## config.mk

```make
export PLATFORM = sky130hd
export DESIGN_NAME = mw_eeprom_ctrl
export DESIGN_NICKNAME = d
export VERILOG_FILES = /design/src/rtl/mw_pkg.sv /design/src/rtl/mw_frame_fmt.sv /design/src/rtl/mw_sclk_gen.sv /design/src/rtl/mw_poll_timer.sv /design/src/rtl/mw_eeprom_ctrl.sv
export SDC_FILE = /design/constraint.sdc
export NUM_CORES = 1
export LEC_CHECK = 0
export BUFFER_PORTS_ARGS = -buffer_cell sky130_fd_sc_hd__clkbuf_2
export CAP_MARGIN = 20
export CORE_MARGIN = 2
export CORE_UTILIZATION = 40
export DETAILED_ROUTE_END_ITERATION = 8
export GPL_TIMING_DRIVEN = 0
export PLACE_DENSITY = 0.63
export SYNTH_ARGS = -nofsm -noshare
export SYNTH_HDL_FRONTEND = slang
export SYNTH_HIERARCHICAL = 1
export SYNTH_SLANG_ARGS = --single-unit
export TNS_END_PERCENT = 50
```

## constraint.sdc

```tcl
create_clock -name clk -period 5.45 [get_ports clk]
set_input_delay 1.09 -clock clk [delete_from_list [all_inputs] [get_ports clk]]
set_output_delay 1.09 -clock clk [all_outputs]
set_load 0.1 [all_outputs]
```

## src/rtl/mw_pkg.sv

```systemverilog
// Shared types for the serial EEPROM command master.
// Assumes: host command codes are fixed at 3 bits; code 7 is reserved.
package mw_pkg;
    typedef enum logic [2:0] {
        HC_READ      = 3'd0,
        HC_WRITE     = 3'd1,
        HC_ERASE     = 3'd2,
        HC_ERASE_ALL = 3'd3,
        HC_WRITE_ALL = 3'd4,
        HC_WR_EN     = 3'd5,
        HC_WR_DIS    = 3'd6,
        HC_RSVD      = 3'd7
    } host_cmd_e;

    typedef enum logic [2:0] {
        ST_IDLE,
        ST_SEND,
        ST_RECV,
        ST_GAP,
        ST_POLL,
        ST_END
    } ctl_state_e;

    localparam logic [1:0] OP_SPECIAL = 2'b00;
    localparam logic [1:0] OP_WRITE   = 2'b01;
    localparam logic [1:0] OP_READ    = 2'b10;
    localparam logic [1:0] OP_ERASE   = 2'b11;

    localparam logic [1:0] SEL_DIS    = 2'b00;
    localparam logic [1:0] SEL_WRALL  = 2'b01;
    localparam logic [1:0] SEL_ERALL  = 2'b10;
    localparam logic [1:0] SEL_EN     = 2'b11;
endpackage

```

## src/rtl/mw_frame_fmt.sv

```systemverilog
// Frame formatter: maps a host command and address onto the 9-bit device
// header (start bit, opcode, address) and classifies the command.
// Assumes: ADDR_W >= 2, since special commands use the top two address bits.
module mw_frame_fmt
    import mw_pkg::*;
#(
    parameter int ADDR_W = 6
) (
    input  logic [2:0]        cmd_i,
    input  logic [ADDR_W-1:0] addr_i,
    output logic [ADDR_W+2:0] hdr_o,
    output logic              with_data_o,
    output logic              is_read_o,
    output logic              is_prog_o,
    output logic              legal_o
);
    localparam int LOW_W = ADDR_W - 2;

    logic [1:0]        op;
    logic [ADDR_W-1:0] field;

    // Decode the host code into opcode, address field and class flags.
    always_comb begin
        op          = OP_SPECIAL;
        field       = addr_i;
        with_data_o = 1'b0;
        is_read_o   = 1'b0;
        is_prog_o   = 1'b0;
        legal_o     = 1'b1;
        case (host_cmd_e'(cmd_i))
            HC_READ:      begin op = OP_READ;  is_read_o = 1'b1; end
            HC_WRITE:     begin op = OP_WRITE; with_data_o = 1'b1; is_prog_o = 1'b1; end
            HC_ERASE:     begin op = OP_ERASE; is_prog_o = 1'b1; end
            HC_ERASE_ALL: begin field = {SEL_ERALL, {LOW_W{1'b0}}}; is_prog_o = 1'b1; end
            HC_WRITE_ALL: begin field = {SEL_WRALL, {LOW_W{1'b0}}}; with_data_o = 1'b1; is_prog_o = 1'b1; end
            HC_WR_EN:     field = {SEL_EN,  {LOW_W{1'b0}}};
            HC_WR_DIS:    field = {SEL_DIS, {LOW_W{1'b0}}};
            default:      legal_o = 1'b0;
        endcase
        hdr_o = {1'b1, op, field};
    end
endmodule

```

## src/rtl/mw_sclk_gen.sv

```systemverilog
// Serial clock generator: while run_i is high, toggles sk every HALF_DIV
// system clocks and flags the edge where sk rises or falls.
// Assumes: HALF_DIV >= 2; sk parks low whenever run_i is low.
module mw_sclk_gen #(
    parameter int HALF_DIV = 32
) (
    input  logic clk,
    input  logic rst_n,
    input  logic run_i,
    output logic sk_o,
    output logic rise_o,
    output logic fall_o
);
    localparam int CW = (HALF_DIV > 1) ? $clog2(HALF_DIV) : 1;
    localparam logic [CW-1:0] LAST = CW'(HALF_DIV - 1);

    logic [CW-1:0] cnt;
    logic          tick;

    assign tick   = run_i && (cnt == LAST);
    assign rise_o = tick && !sk_o;
    assign fall_o = tick && sk_o;

    // Count half periods and toggle the serial clock.
    always_ff @(posedge clk) begin
        if (!rst_n || !run_i) begin
            cnt  <= '0;
            sk_o <= 1'b0;
        end else if (tick) begin
            cnt  <= '0;
            sk_o <= !sk_o;
        end else begin
            cnt <= cnt + 1'b1;
        end
    end


    sk_park_chk: assert property (@(posedge clk) disable iff (!rst_n)
        !run_i |=> !sk_o);
endmodule

```

## src/rtl/mw_poll_timer.sv

```systemverilog
// Poll timer: counts serial periods spent waiting for ready and flags
// when LIMIT periods have passed.
// Assumes: clr_i is held in the cycles before polling starts.
module mw_poll_timer #(
    parameter int LIMIT = 20000
) (
    input  logic clk,
    input  logic rst_n,
    input  logic clr_i,
    input  logic inc_i,
    output logic expired_o
);
    localparam int TW = $clog2(LIMIT + 1);
    localparam logic [TW-1:0] TOP = TW'(LIMIT);

    logic [TW-1:0] cnt;

    assign expired_o = (cnt >= TOP);

    // Saturating period counter.
    always_ff @(posedge clk) begin
        if (!rst_n || clr_i)
            cnt <= '0;
        else if (inc_i && !expired_o)
            cnt <= cnt + 1'b1;
    end


    tmo_bound_chk: assert property (@(posedge clk) disable iff (!rst_n)
        cnt <= TOP);
endmodule

```

## src/rtl/mw_eeprom_ctrl.sv

```systemverilog
// Command master for a three-wire serial EEPROM of 2**ADDR_W words.
// Builds the frame, shifts it out on falling serial clock edges, samples
// read data and ready status on rising edges, and polls for the end of
// program cycles with a timeout.
// Assumes: the device samples data on rising edges and drives its output
// after them; the host holds its command inputs stable during start_i.
module mw_eeprom_ctrl
    import mw_pkg::*;
#(
    parameter int ADDR_W          = 6,
    parameter int DATA_W          = 16,
    parameter int HALF_DIV        = 32,
    parameter int TIMEOUT_PERIODS = 20000
) (
    input  logic              clk,
    input  logic              rst_n,
    input  logic              start_i,
    input  logic [2:0]        cmd_i,
    input  logic [ADDR_W-1:0] addr_i,
    input  logic [DATA_W-1:0] wdata_i,
    output logic              busy_o,
    output logic              done_o,
    output logic              err_o,
    output logic [DATA_W-1:0] rdata_o,
    output logic              cs_o,
    output logic              sk_o,
    output logic              di_o,
    input  logic              do_i
);
    localparam int HDR_W = ADDR_W + 3;
    localparam int SH_W  = HDR_W + DATA_W;
    localparam int CNT_W = $clog2(SH_W + 1);
    localparam logic [CNT_W-1:0] HDR_BITS  = CNT_W'(HDR_W);
    localparam logic [CNT_W-1:0] FULL_BITS = CNT_W'(SH_W);
    localparam logic [CNT_W-1:0] RD_BITS   = CNT_W'(DATA_W + 1);

    ctl_state_e        state;
    logic [2:0]        cmd_q;
    logic              wr_q, rd_q, pg_q, rdy_q;
    logic [SH_W-1:0]   sh;
    logic [DATA_W-1:0] rd_sh;
    logic [CNT_W-1:0]  bitcnt;

    logic [HDR_W-1:0]  f_hdr;
    logic              f_data, f_read, f_prog, f_legal;
    logic              run, rise, fall, expired;

    mw_frame_fmt #(.ADDR_W(ADDR_W)) u_fmt (
        .cmd_i       (cmd_i),
        .addr_i      (addr_i),
        .hdr_o       (f_hdr),
        .with_data_o (f_data),
        .is_read_o   (f_read),
        .is_prog_o   (f_prog),
        .legal_o     (f_legal)
    );

    assign run = (state == ST_SEND) || (state == ST_RECV) ||
                 (state == ST_GAP)  || (state == ST_POLL);

    mw_sclk_gen #(.HALF_DIV(HALF_DIV)) u_sclk (
        .clk    (clk),
        .rst_n  (rst_n),
        .run_i  (run),
        .sk_o   (sk_o),
        .rise_o (rise),
        .fall_o (fall)
    );

    mw_poll_timer #(.LIMIT(TIMEOUT_PERIODS)) u_tmo (
        .clk       (clk),
        .rst_n     (rst_n),
        .clr_i     (state != ST_POLL),
        .inc_i     (rise && (state == ST_POLL)),
        .expired_o (expired)
    );

    assign busy_o = (state != ST_IDLE);
    assign di_o   = sh[SH_W-1];

    // Command sequencer: load, send, receive, gap, poll, finish.
    always_ff @(posedge clk) begin
        if (!rst_n) begin
            state   <= ST_IDLE;
            cmd_q   <= '0;
            wr_q    <= 1'b0;
            rd_q    <= 1'b0;
            pg_q    <= 1'b0;
            rdy_q   <= 1'b0;
            sh      <= '0;
            rd_sh   <= '0;
            bitcnt  <= '0;
            cs_o    <= 1'b0;
            done_o  <= 1'b0;
            err_o   <= 1'b0;
            rdata_o <= '0;
        end else begin
            done_o <= 1'b0;
            case (state)
                ST_IDLE: begin
                    if (start_i && f_legal) begin
                        cmd_q  <= cmd_i;
                        wr_q   <= f_data;
                        rd_q   <= f_read;
                        pg_q   <= f_prog;
                        sh     <= {f_hdr, (f_data ? wdata_i : {DATA_W{1'b0}})};
                        bitcnt <= '0;
                        cs_o   <= 1'b1;
                        err_o  <= 1'b0;
                        state  <= ST_SEND;
                    end
                end
                ST_SEND: begin
                    if (rise)
                        bitcnt <= bitcnt + 1'b1;
                    if (fall) begin
                        if (bitcnt == (wr_q ? FULL_BITS : HDR_BITS)) begin
                            sh     <= '0;
                            bitcnt <= '0;
                            if (rd_q) begin
                                state <= ST_RECV;
                            end else begin
                                cs_o  <= 1'b0;
                                state <= pg_q ? ST_GAP : ST_END;
                            end
                        end else begin
                            sh <= sh << 1;
                        end
                    end
                end
                ST_RECV: begin
                    if (rise) begin
                        if (bitcnt != '0)
                            rd_sh <= {rd_sh[DATA_W-2:0], do_i};
                        bitcnt <= bitcnt + 1'b1;
                    end
                    if (fall && (bitcnt == RD_BITS)) begin
                        rdata_o <= rd_sh;
                        cs_o    <= 1'b0;
                        state   <= ST_END;
                    end
                end
                ST_GAP: begin
                    if (fall) begin
                        cs_o  <= 1'b1;
                        rdy_q <= 1'b0;
                        state <= ST_POLL;
                    end
                end
                ST_POLL: begin
                    if (rise)
                        rdy_q <= do_i;
                    if (fall) begin
                        if (rdy_q) begin
                            cs_o  <= 1'b0;
                            state <= ST_END;
                        end else if (expired) begin
                            cs_o  <= 1'b0;
                            err_o <= 1'b1;
                            state <= ST_END;
                        end
                    end
                end
                default: begin
                    done_o <= 1'b1;
                    state  <= ST_IDLE;
                end
            endcase
        end
    end


    idle_cs_chk: assert property (@(posedge clk) disable iff (!rst_n)
        !busy_o |-> !cs_o);

    di_hold_chk: assert property (@(posedge clk) disable iff (!rst_n)
        (cs_o && sk_o && $past(sk_o)) |-> $stable(di_o));

    cs_edge_chk: assert property (@(posedge clk) disable iff (!rst_n)
        ($rose(cs_o) || $fell(cs_o)) |-> !sk_o);

    done_pulse_chk: assert property (@(posedge clk) disable iff (!rst_n)
        done_o |=> !done_o);

    done_idle_chk: assert property (@(posedge clk) disable iff (!rst_n)
        done_o |-> !busy_o);

    hold_cmd_chk: assert property (@(posedge clk) disable iff (!rst_n)
        (busy_o && $past(busy_o)) |-> $stable(cmd_q));
endmodule

```

### After elaboration in Yosys (flattened, before gate mapping)

Cells that the tools add are included.

* output and inout port bits: 22
* register bits: 93
* bits of input ports: 29
* word-level logic and storage cells: 130

* $add $sub $neg: 3
* magnitude comparators: 1
* equal/unequal tests: 25
* multiplexer cells: 47
* reduce and logical (&&, ||, !) cells: 39

Operators by type and width (count)
* $mux 25: 3
* $pmux 25 s2: 1
* $mux 3: 10
* $mux 5: 5
* $pmux 6 s4: 1
* $mux 1: 20
* $mux 16: 1
* $add 15x1->15 const B: 1
* $ge 15x15->1 const B: 1
* $pmux 3 s5: 1
* $pmux 5 s3: 1
* $ne 2x2->1 const B: 7
* $eq 3x2->1 const B: 4
* $eq 3x3->1 const B: 4
* $add 5x1->5 const B: 2
* $eq 5x5->1 const B: 2
* $reduce_bool 5->1: 2
* $reduce_and 3->1: 3
* $reduce_and 9->1: 1
* $logic_and 1x1->1: 7
* $reduce_and 7->1: 1
* $reduce_or 7->1: 1
* $eq 3x1->1 const B: 2
* $logic_not 3->1: 2
* other kinds (16): 32

### Depth between registers and ports, before layout

Gate-level depths: netlist (run 1).

* depth in word-level cells: 10
* gate-level depth with buffers: 12
* depth with buffers taken out: 10

### Hierarchy

The synthesis (run 1) kept the hierarchy.

Modules (own cells, without submodules)
* mw_eeprom_ctrl: sequential area each 1441.4 um^2, area an instance 3056.7 um^2, cells each 331, instances 1
* mw_poll_timer: sequential area each 300.3 um^2, area an instance 767.0 um^2, cells each 87, instances 1
* mw_sclk_gen: sequential area each 120.1 um^2, area an instance 255.2 um^2, cells each 26, instances 1
* mw_frame_fmt: sequential area each 0.0 um^2, area an instance 180.2 um^2, cells each 25, instances 1

### Worst setup path before layout (run 1)

Ideal clock, no wire load.

* path type: register to register
* from: register state[1]
* to: register u_tmo.cnt[13]
* arrival time: 2.506 ns
* period minus slack after synthesis: 2.577 ns
* library setup time: 0.070 ns
* path slack: 2.873 ns
* cell stages (with the launch flop): 13
* path buffers: 2
* data required time: 5.380 ns
* cell sequence: dfxtp_1 -> buf_2 -> nor2_1 -> nor2_1 -> nor2_1 -> nand2_1 -> nor2_1 -> clkbuf_1 -> and2_1 -> and4_1 -> nand4_2 -> or4_1 -> a21oi_1

* word-level cells in the longest chain between the ends: 8
* elaborated cells on any way between the ends: 13
* classes of those cells: eq/ne (5); reduce/logical (8)

RTL lines
* start: declaration: line mw_eeprom_ctrl.sv:37 `ctl_state_e state;`
* start signal: assignment: line mw_eeprom_ctrl.sv:124 `state <= pg_q ? ST_GAP : ST_END;`
* $eq 3x1->1 / $eq 3x2->1 (equally long branches): line mw_eeprom_ctrl.sv:58 `assign run = (state == ST_SEND) || (state == ST_RECV) ||`
* $logic_or 1x1->1 (2 in a row): line mw_eeprom_ctrl.sv:58
* $logic_or 1x1->1 (*): line mw_eeprom_ctrl.sv:59 `(state == ST_GAP) || (state == ST_POLL);`
* named net run: line mw_eeprom_ctrl.sv:46 `logic run, rise, fall, expired;`
* $logic_and 1x1->1 (*): line mw_sclk_gen.sv:20 `assign tick = run_i && (cnt == LAST);`
* $logic_and 1x1->1 (*): line mw_sclk_gen.sv:21 `assign rise_o = tick && !sk_o;`
* named net rise: line mw_eeprom_ctrl.sv:46
* $logic_and 1x1->1 (*): line mw_eeprom_ctrl.sv:74 `.inc_i (rise && (state == ST_POLL)),`
* $logic_and 1x1->1 (*): line mw_poll_timer.sv:24 `else if (inc_i && !expired_o)`
* end signal: assignment: line mw_poll_timer.sv:25 `cnt <= cnt + 1'b1;`
* end: declaration: line mw_poll_timer.sv:16 `logic [TW-1:0] cnt;`

Mark *: on every way through the listed nets, which the timed path passes. The rest lies on a longest branch.
A chain may end at the register's enable or synchronous reset.

### Worst setup path in the final report (run 1)

* from: register state[1]
* to: register u_tmo.cnt[12]

The elaborated chain is that of the path after synthesis.

==> results of run 1 <==
-- per-stage QoR --
step | utilization (%) | hold slack (ps)
2_1_floorplan | - | 418
3_3_place_gp | 45.2 | 429
3_5_place_dp | 45.2 | 441
4_1_cts | 47.8 | 458
5_1_grt | 47.8 | 474
6_report | 47.8 | 454
-- worst max-delay path, stage by stage (launching register included) --
cell,delay (ps)
dfxtp_1,370
buf_2,200
nor2_1,230
nor2_1,80
nor2_1,290
nand2_1,90
nor2_1,90
clkbuf_1,310
and2_1,260
and4_1,250
nand4_2,170
or4_1,510
a21oi_1,150
-- flip-flops by register name, indices dropped and copies added (netlist names) --
name	cells
pg_q	1
u_sclk/cnt	5
wr_q	1
rd_sh	16
state	3
sh	25
u_tmo/cnt	15
err_o	1
done_o	1
rd_q	1
u_sclk/sk_o	1
rdy_q	1
rdata_o	16
cs_o	1
bitcnt	5
-- layer usage --
layer  vias to the layer above  global-route usage (%)  routed length, µm
li1                       1810                       -                  -
met1                      1682                    21.1               4390
met2                        68                    29.0               4320
met3                        13                    4.50                363
met4                         0                    6.12                173
met5                         -                       0                  0
-- cells by family (layout without fill, tap and decap cells) --
logic type,Yosys count,after routing,synth area share [%]
compound gates,107,107,17.8
xor+xnor,11,11,2.26
fa+ha+maj,7,7,2.06
buf+inv,45,109,5.23
flops,93,93,43.7
mux,39,39,9.17
other cells,1,1,0.0880
simple gates,166,166,19.7
-- worst paths after layout --
| kind | to | slack [ps] |
|---|---|---|
| min | u_sclk/cnt[0]$_SDFF_PP0_ | 450 |
| max | u_tmo/cnt[12]$_SDFFE_PP0P_ | 2400 |
| max reg2reg | u_tmo/cnt[12]$_SDFFE_PP0P_ | 2400 |
| min reg2reg | u_sclk/cnt[0]$_SDFF_PP0_ | 450 |
-- layout make-up --
type | count | share of cell area, %
multi-input cells | 331 | 44.0
flip-flops and latches | 93 | 37.7
repair buffers | 48 | 4.86
well taps | 136 | 3.45
plain buffers | 30 | 3.37
clock inverters | 7 | 2.94
clock buffers | 9 | 2.51
inverters | 15 | 1.14
-- Yosys cell counts, types with 3 or more instances --
| cell type | instances |
|---|---|
| nand2b_1 | 4 |
| and2_1 | 3 |
| o31ai_1 | 3 |
| o21ai_1 | 6 |
| xnor2_1 | 7 |
| buf_2 | 4 |
| or3_1 | 7 |
| nor2_1 | 84 |
| mux2i_1 | 39 |
| o211ai_1 | 4 |
| a21oi_1 | 16 |
| nor3_1 | 6 |
| buf_4 | 3 |
| a22oi_1 | 26 |
| and3_1 | 3 |
| dfxtp_1 | 93 |
| clkbuf_1 | 17 |
| nand2_1 | 15 |
| nand3_1 | 10 |
| inv_1 | 15 |
| xor2_1 | 4 |
| o21ai_0 | 10 |
| a211oi_1 | 25 |
| or4_1 | 6 |
| o21a_1 | 4 |
| nor3b_1 | 6 |
| nand4_1 | 6 |
| buf_6 | 5 |
| ha_1 | 7 |
-- where the power goes --
part	switching (µW)	leakage, µW	total, µW	internal (µW)
Combinational	121	0.00121	185	63.8
Sequential	14.6	0.000754	718	704
Clock	247	0.000130	600	353
Total	382	0.00209	1500	1120
==> impl_metrics.json, run 1 <==
{
  "grt_overflow": 0,
  "syn_area_um2": 4260,
  "cts_hold_buf": 0,
  "clk_latency_ps": 370,
  "finalWirelength_mm": 9.24,
  "ys_seq_area_share_pct": 43.7,
  "final_common_cell": "dfxtp_1",
  "drive_gt1_share_pct": 15.8,
  "antenna_cells": 0,
  "grt_pass1_wl_mm": 15.8,
  "design_area_um2": 4940,
  "grt_max_degree": 17,
  "drt_iter0_drc": 113,
  "die_h_um": 107,
  "syn_area_per_cell_um2": 9.08,
  "cts.sinks": 93,
  "htreeDepth": 3,
  "cts_resized": 0,
  "place_area_um2": 4670,
  "worstPathArrival_ps": 3350,
  "postCtsSetupBuffers": 0,
  "die_w_um": 107,
  "fin_crit_sh_pct": 56.0,
  "synth_edf_count": 0,
  "setup.worst_path.start": "state[1]$_SDFFE_PN0P_",
  "finalSetupViolations": 0,
  "fin_tns_setup_ps": 0,
  "crit_type": "flip-flop to flip-flop",
  "synth.top_cells.by_area": "dfxtp_1 (44%), mux2i_1 (9.2%), nor2_1 (7.4%)",
  "mostFrequentLayoutCells": "dfxtp_1 (93), nor2_1 (84), clkbuf_2 (48)",
  "dp.cells": 653,
  "synth_seq_cells": 93,
  "die_area_um2": 11500,
  "max-vdd-ir-drop_mv": 0.154,
  "synth_cell_type_count": 56,
  "start_util_pct": 41.3,
  "dp_hpwl_mm": 6.55,
  "cts_tree": "done",
  "regArea_um2": 1860,
  "finalPower_uw": 1500,
  "min_period_ps": 3050,
  "power.density_nw_per_um2": 304,
  "synth_ff_type": "dfxtp_1",
  "portBuffers": 48,
  "core_um2": 10300,
  "hp-start": "u_sclk/cnt[0]$_SDFF_PP0_",
  "yosys.area.top_type": "dfxtp_1",
  "post_drt_via_cell_ratio": 5.34,
  "gr-usage-all-layers_pct": 17.2,
  "synthArstFlopShare_pct": 0,
  "synthCells": 469,
  "rsz0062_at_grt": "false",
  "worst_slew_pin_slew_ps": 682,
  "worst-endpoint-required_ps": 5750,
  "avgRoutedWirePerCell_um": 13.8,
  "critPathMaxFanout": 10,
  "maxSlewHeadroom_pct": 54.3,
  "fin_skew_ps": 15.7,
  "cp-end-kind": "flip-flop",
  "fmax_ghz": 0.328,
  "drc": 0,
  "rr_worst_depth": 12,
  "nets": 564,
  "dr_total_vias": 3573,
  "detailedPlace.worstSlack_ps": 2440,
  "crit-reg2reg-launch": "state[1]$_SDFFE_PN0P_",
  "syn_nets": 505,
  "hold_path.class": "flip-flop to flip-flop",
  "area_delta_synth_final_pct": 16.0,
  "clock_tree.root_cell": "clkbuf_8",
  "leakage_uw": 0.00209,
  "multi_input_area_um2": 2170,
  "hold_violations": 0,
  "final_cells": 669,
  "yosys_warnings": 6,
  "grt_pass1_vias": 3414,
  "nFillCells": 1035,
  "first_pass_iters": 4,
  "synth_top_area_share_pct": 43.7,
  "cts_buffer_depth": 2,
  "routabilityCongestion": 0.827,
  "cts.reportedPaths.clkPinSlew_ps": 90,
  "antenna_found_initial": 0,
  "outcome": "completed",
  "numCtsBuffers": 9,
  "final_antenna_net_count": 0,
  "rows": 37,
  "finalWorstSetupSlack_ps": 2400,
  "io_pins": 51,
  "drv_cap": 0,
  "start_kind": "flip-flop",
  "finalMaxSlewViolations": 0,
  "whs_path_depth": 1
}
Note: power is estimated with default switching activity, not from simulation.
==> run 2, diff against run 1 <==
- clock period: 5.45 -> 3.19 ns (I/O delays scaled with it)
==> impl_metrics.json, run 2 (synthesis results as in run 1) <==
{
  "hold_path.class": "flip-flop to flip-flop",
  "fin_tns_setup_ps": 0,
  "clk_latency_ps": 370,
  "largest_reg_flops": 25,
  "max-vdd-ir-drop_mv": 0.262,
  "worst-endpoint-required_ps": 3490,
  "numCtsBuffers": 9,
  "hold_violations": 0,
  "worstPathArrival_ps": 3130,
  "largest_registers": "sh (25), rd_sh (16), rdata_o (16)",
  "die_w_um": 107,
  "rsz0062_at_grt": "false",
  "dp_hpwl_mm": 6.55,
  "leakage_uw": 0.00209,
  "fmax_ghz": 0.353,
  "finalWirelength_mm": 9.28,
  "largest-register": "sh",
  "gr-usage-all-layers_pct": 17.2,
  "area_delta_synth_final_pct": 16.2,
  "cts_tree": "done",
  "die_area_um2": 11500,
  "dp.cells": 653,
  "power.density_nw_per_um2": 520,
  "antenna_found_initial": 0,
  "die_h_um": 107,
  "nFillCells": 1035,
  "maxSlewHeadroom_pct": 60.3,
  "cpMaxStageDelayCell": "or4_1",
  "crit_type": "flip-flop to flip-flop",
  "cp-end-kind": "flip-flop",
  "min_period_ps": 2830,
  "drc": 0,
  "max_stage_delay_ps": 510,
  "grt_pass1_wl_mm": 15.8,
  "crit_chain": "buf_2 -> nor2_1 -> nor2_1 -> nor2_2 -> nand2_1 -> nor2_1 -> clkbuf_2 -> and2_1 -> and4_1 -> nand4_2 -> or4_1 -> a21oi_1",
  "cts.reportedPaths.clkPinSlew_ps": 90,
  "fin_crit_sh_pct": 88.7,
  "grt_pass1_vias": 3414,
  "fin_skew_ps": 15.9,
  "drv_cap": 0,
  "start_kind": "flip-flop",
  "core_um2": 10300,
  "htreeDepth": 3,
  "grt_max_degree": 17,
  "critPathMaxFanout": 10,
  "postCtsSetupBuffers": 0,
  "finalSetupViolations": 0,
  "regArea_um2": 1860,
  "first_pass_iters": 4,
  "cts_buffer_depth": 2,
  "clock_tree.root_cell": "clkbuf_8",
  "mostFrequentLayoutCells": "dfxtp_1 (93), nor2_1 (83), clkbuf_2 (49)",
  "cts.sinks": 93,
  "crit_top_cell": "nor2_1",
  "nets": 564,
  "drive_gt1_share_pct": 16.3,
  "routabilityCongestion": 0.827,
  "dr_total_vias": 3579,
  "finalMaxSlewViolations": 0,
  "start_util_pct": 41.3,
  "post_drt_via_cell_ratio": 5.35,
  "drt_iter0_drc": 112,
  "grt_overflow": 0,
  "antenna_cells": 0,
  "io_pins": 51,
  "rows": 37,
  "outcome": "completed",
  "avgRoutedWirePerCell_um": 13.9,
  "hold_ws_ps": 456,
  "final_antenna_net_count": 0,
  "final_cells": 669,
  "multi_input_area_um2": 2180,
  "final_common_cell": "dfxtp_1",
  "portBuffers": 48,
  "worst_slew_pin_slew_ps": 596
}
-- run 2: changes by cell type in the layout (fill, tap and decap cells not counted) --
cell      change
clkbuf_1      -1
a211oi_1      -1
nor2_2        +1
a211oi_2      +1
clkbuf_2      +1
nor2_1        -1
-- run 2: where the power goes --
| group | switching (µW) | internal, µW |
|---|---|---|
| clock | 423 | 603 |
| combinational | 208 | 110 |
| sequential | 25.0 | 1200 |
| total | 656 | 1920 |
-- run 2: routing by layer --
| layer | global-route usage [%] | vias to the layer above | part of all wire [%] |
|---|---|---|---|
| met5 | 0 | - | 0 |
| met4 | 6.12 | 0 | 1.8 |
| met3 | 4.50 | 12 | 3.9 |
| met2 | 29.0 | 62 | 47 |
| met1 | 21.1 | 1697 | 47 |
| li1 | - | 1808 | - |
-- run 2: path summary, 6_finish.rpt --
path,start,endpoint,slack (ps),depth (start not counted)
setup / recovery,state[1]$_SDFFE_PN0P_,u_tmo/cnt[12]$_SDFFE_PP0P_,360,12
hold / removal,u_sclk/cnt[0]$_SDFF_PP0_,u_sclk/cnt[0]$_SDFF_PP0_,460,1
setup reg to reg,state[1]$_SDFFE_PN0P_,u_tmo/cnt[12]$_SDFFE_PP0P_,360,12
hold reg to reg,u_sclk/cnt[0]$_SDFF_PP0_,u_sclk/cnt[0]$_SDFF_PP0_,460,1
-- run 2: critical path, delay by kind of cell (launching register included) --
family | cells | cell delay (ps)
AND/OR/NAND/NOR | 9 | 1840
buffers and inverters | 2 | 400
AO/OA/AOI/OAI | 1 | 150
flip-flops | 1 | 370
-- run 2: cell type report --
type                            count  area share (%)
Multi-Input combinational cell    331            44.1
Sequential cell                    93            37.6
Timing Repair Buffer               48            4.86
Tap cell                          136            3.44
Buffer                             30            3.39
Clock inverter                      7            2.93
Clock buffer                        9            2.50
Inverter                           15            1.14
-- run 2: repair_timing --
item                       CTS  global route
gates resized for setup      0             4
hold buffers                 0             0
setup endpoints to repair    0             6
-- run 2: stage by stage --
step	total power, µW	setup WS [ps]	util, %	cell area, µm²
floorplan	1490	613	-	4260
global placement	1560	245	45.2	4670
detailed placement	1570	178	45.2	4670
CTS	2600	162	47.8	4940
global route	2690	70.7	47.9	4950
finish	2570	360	47.9	4950
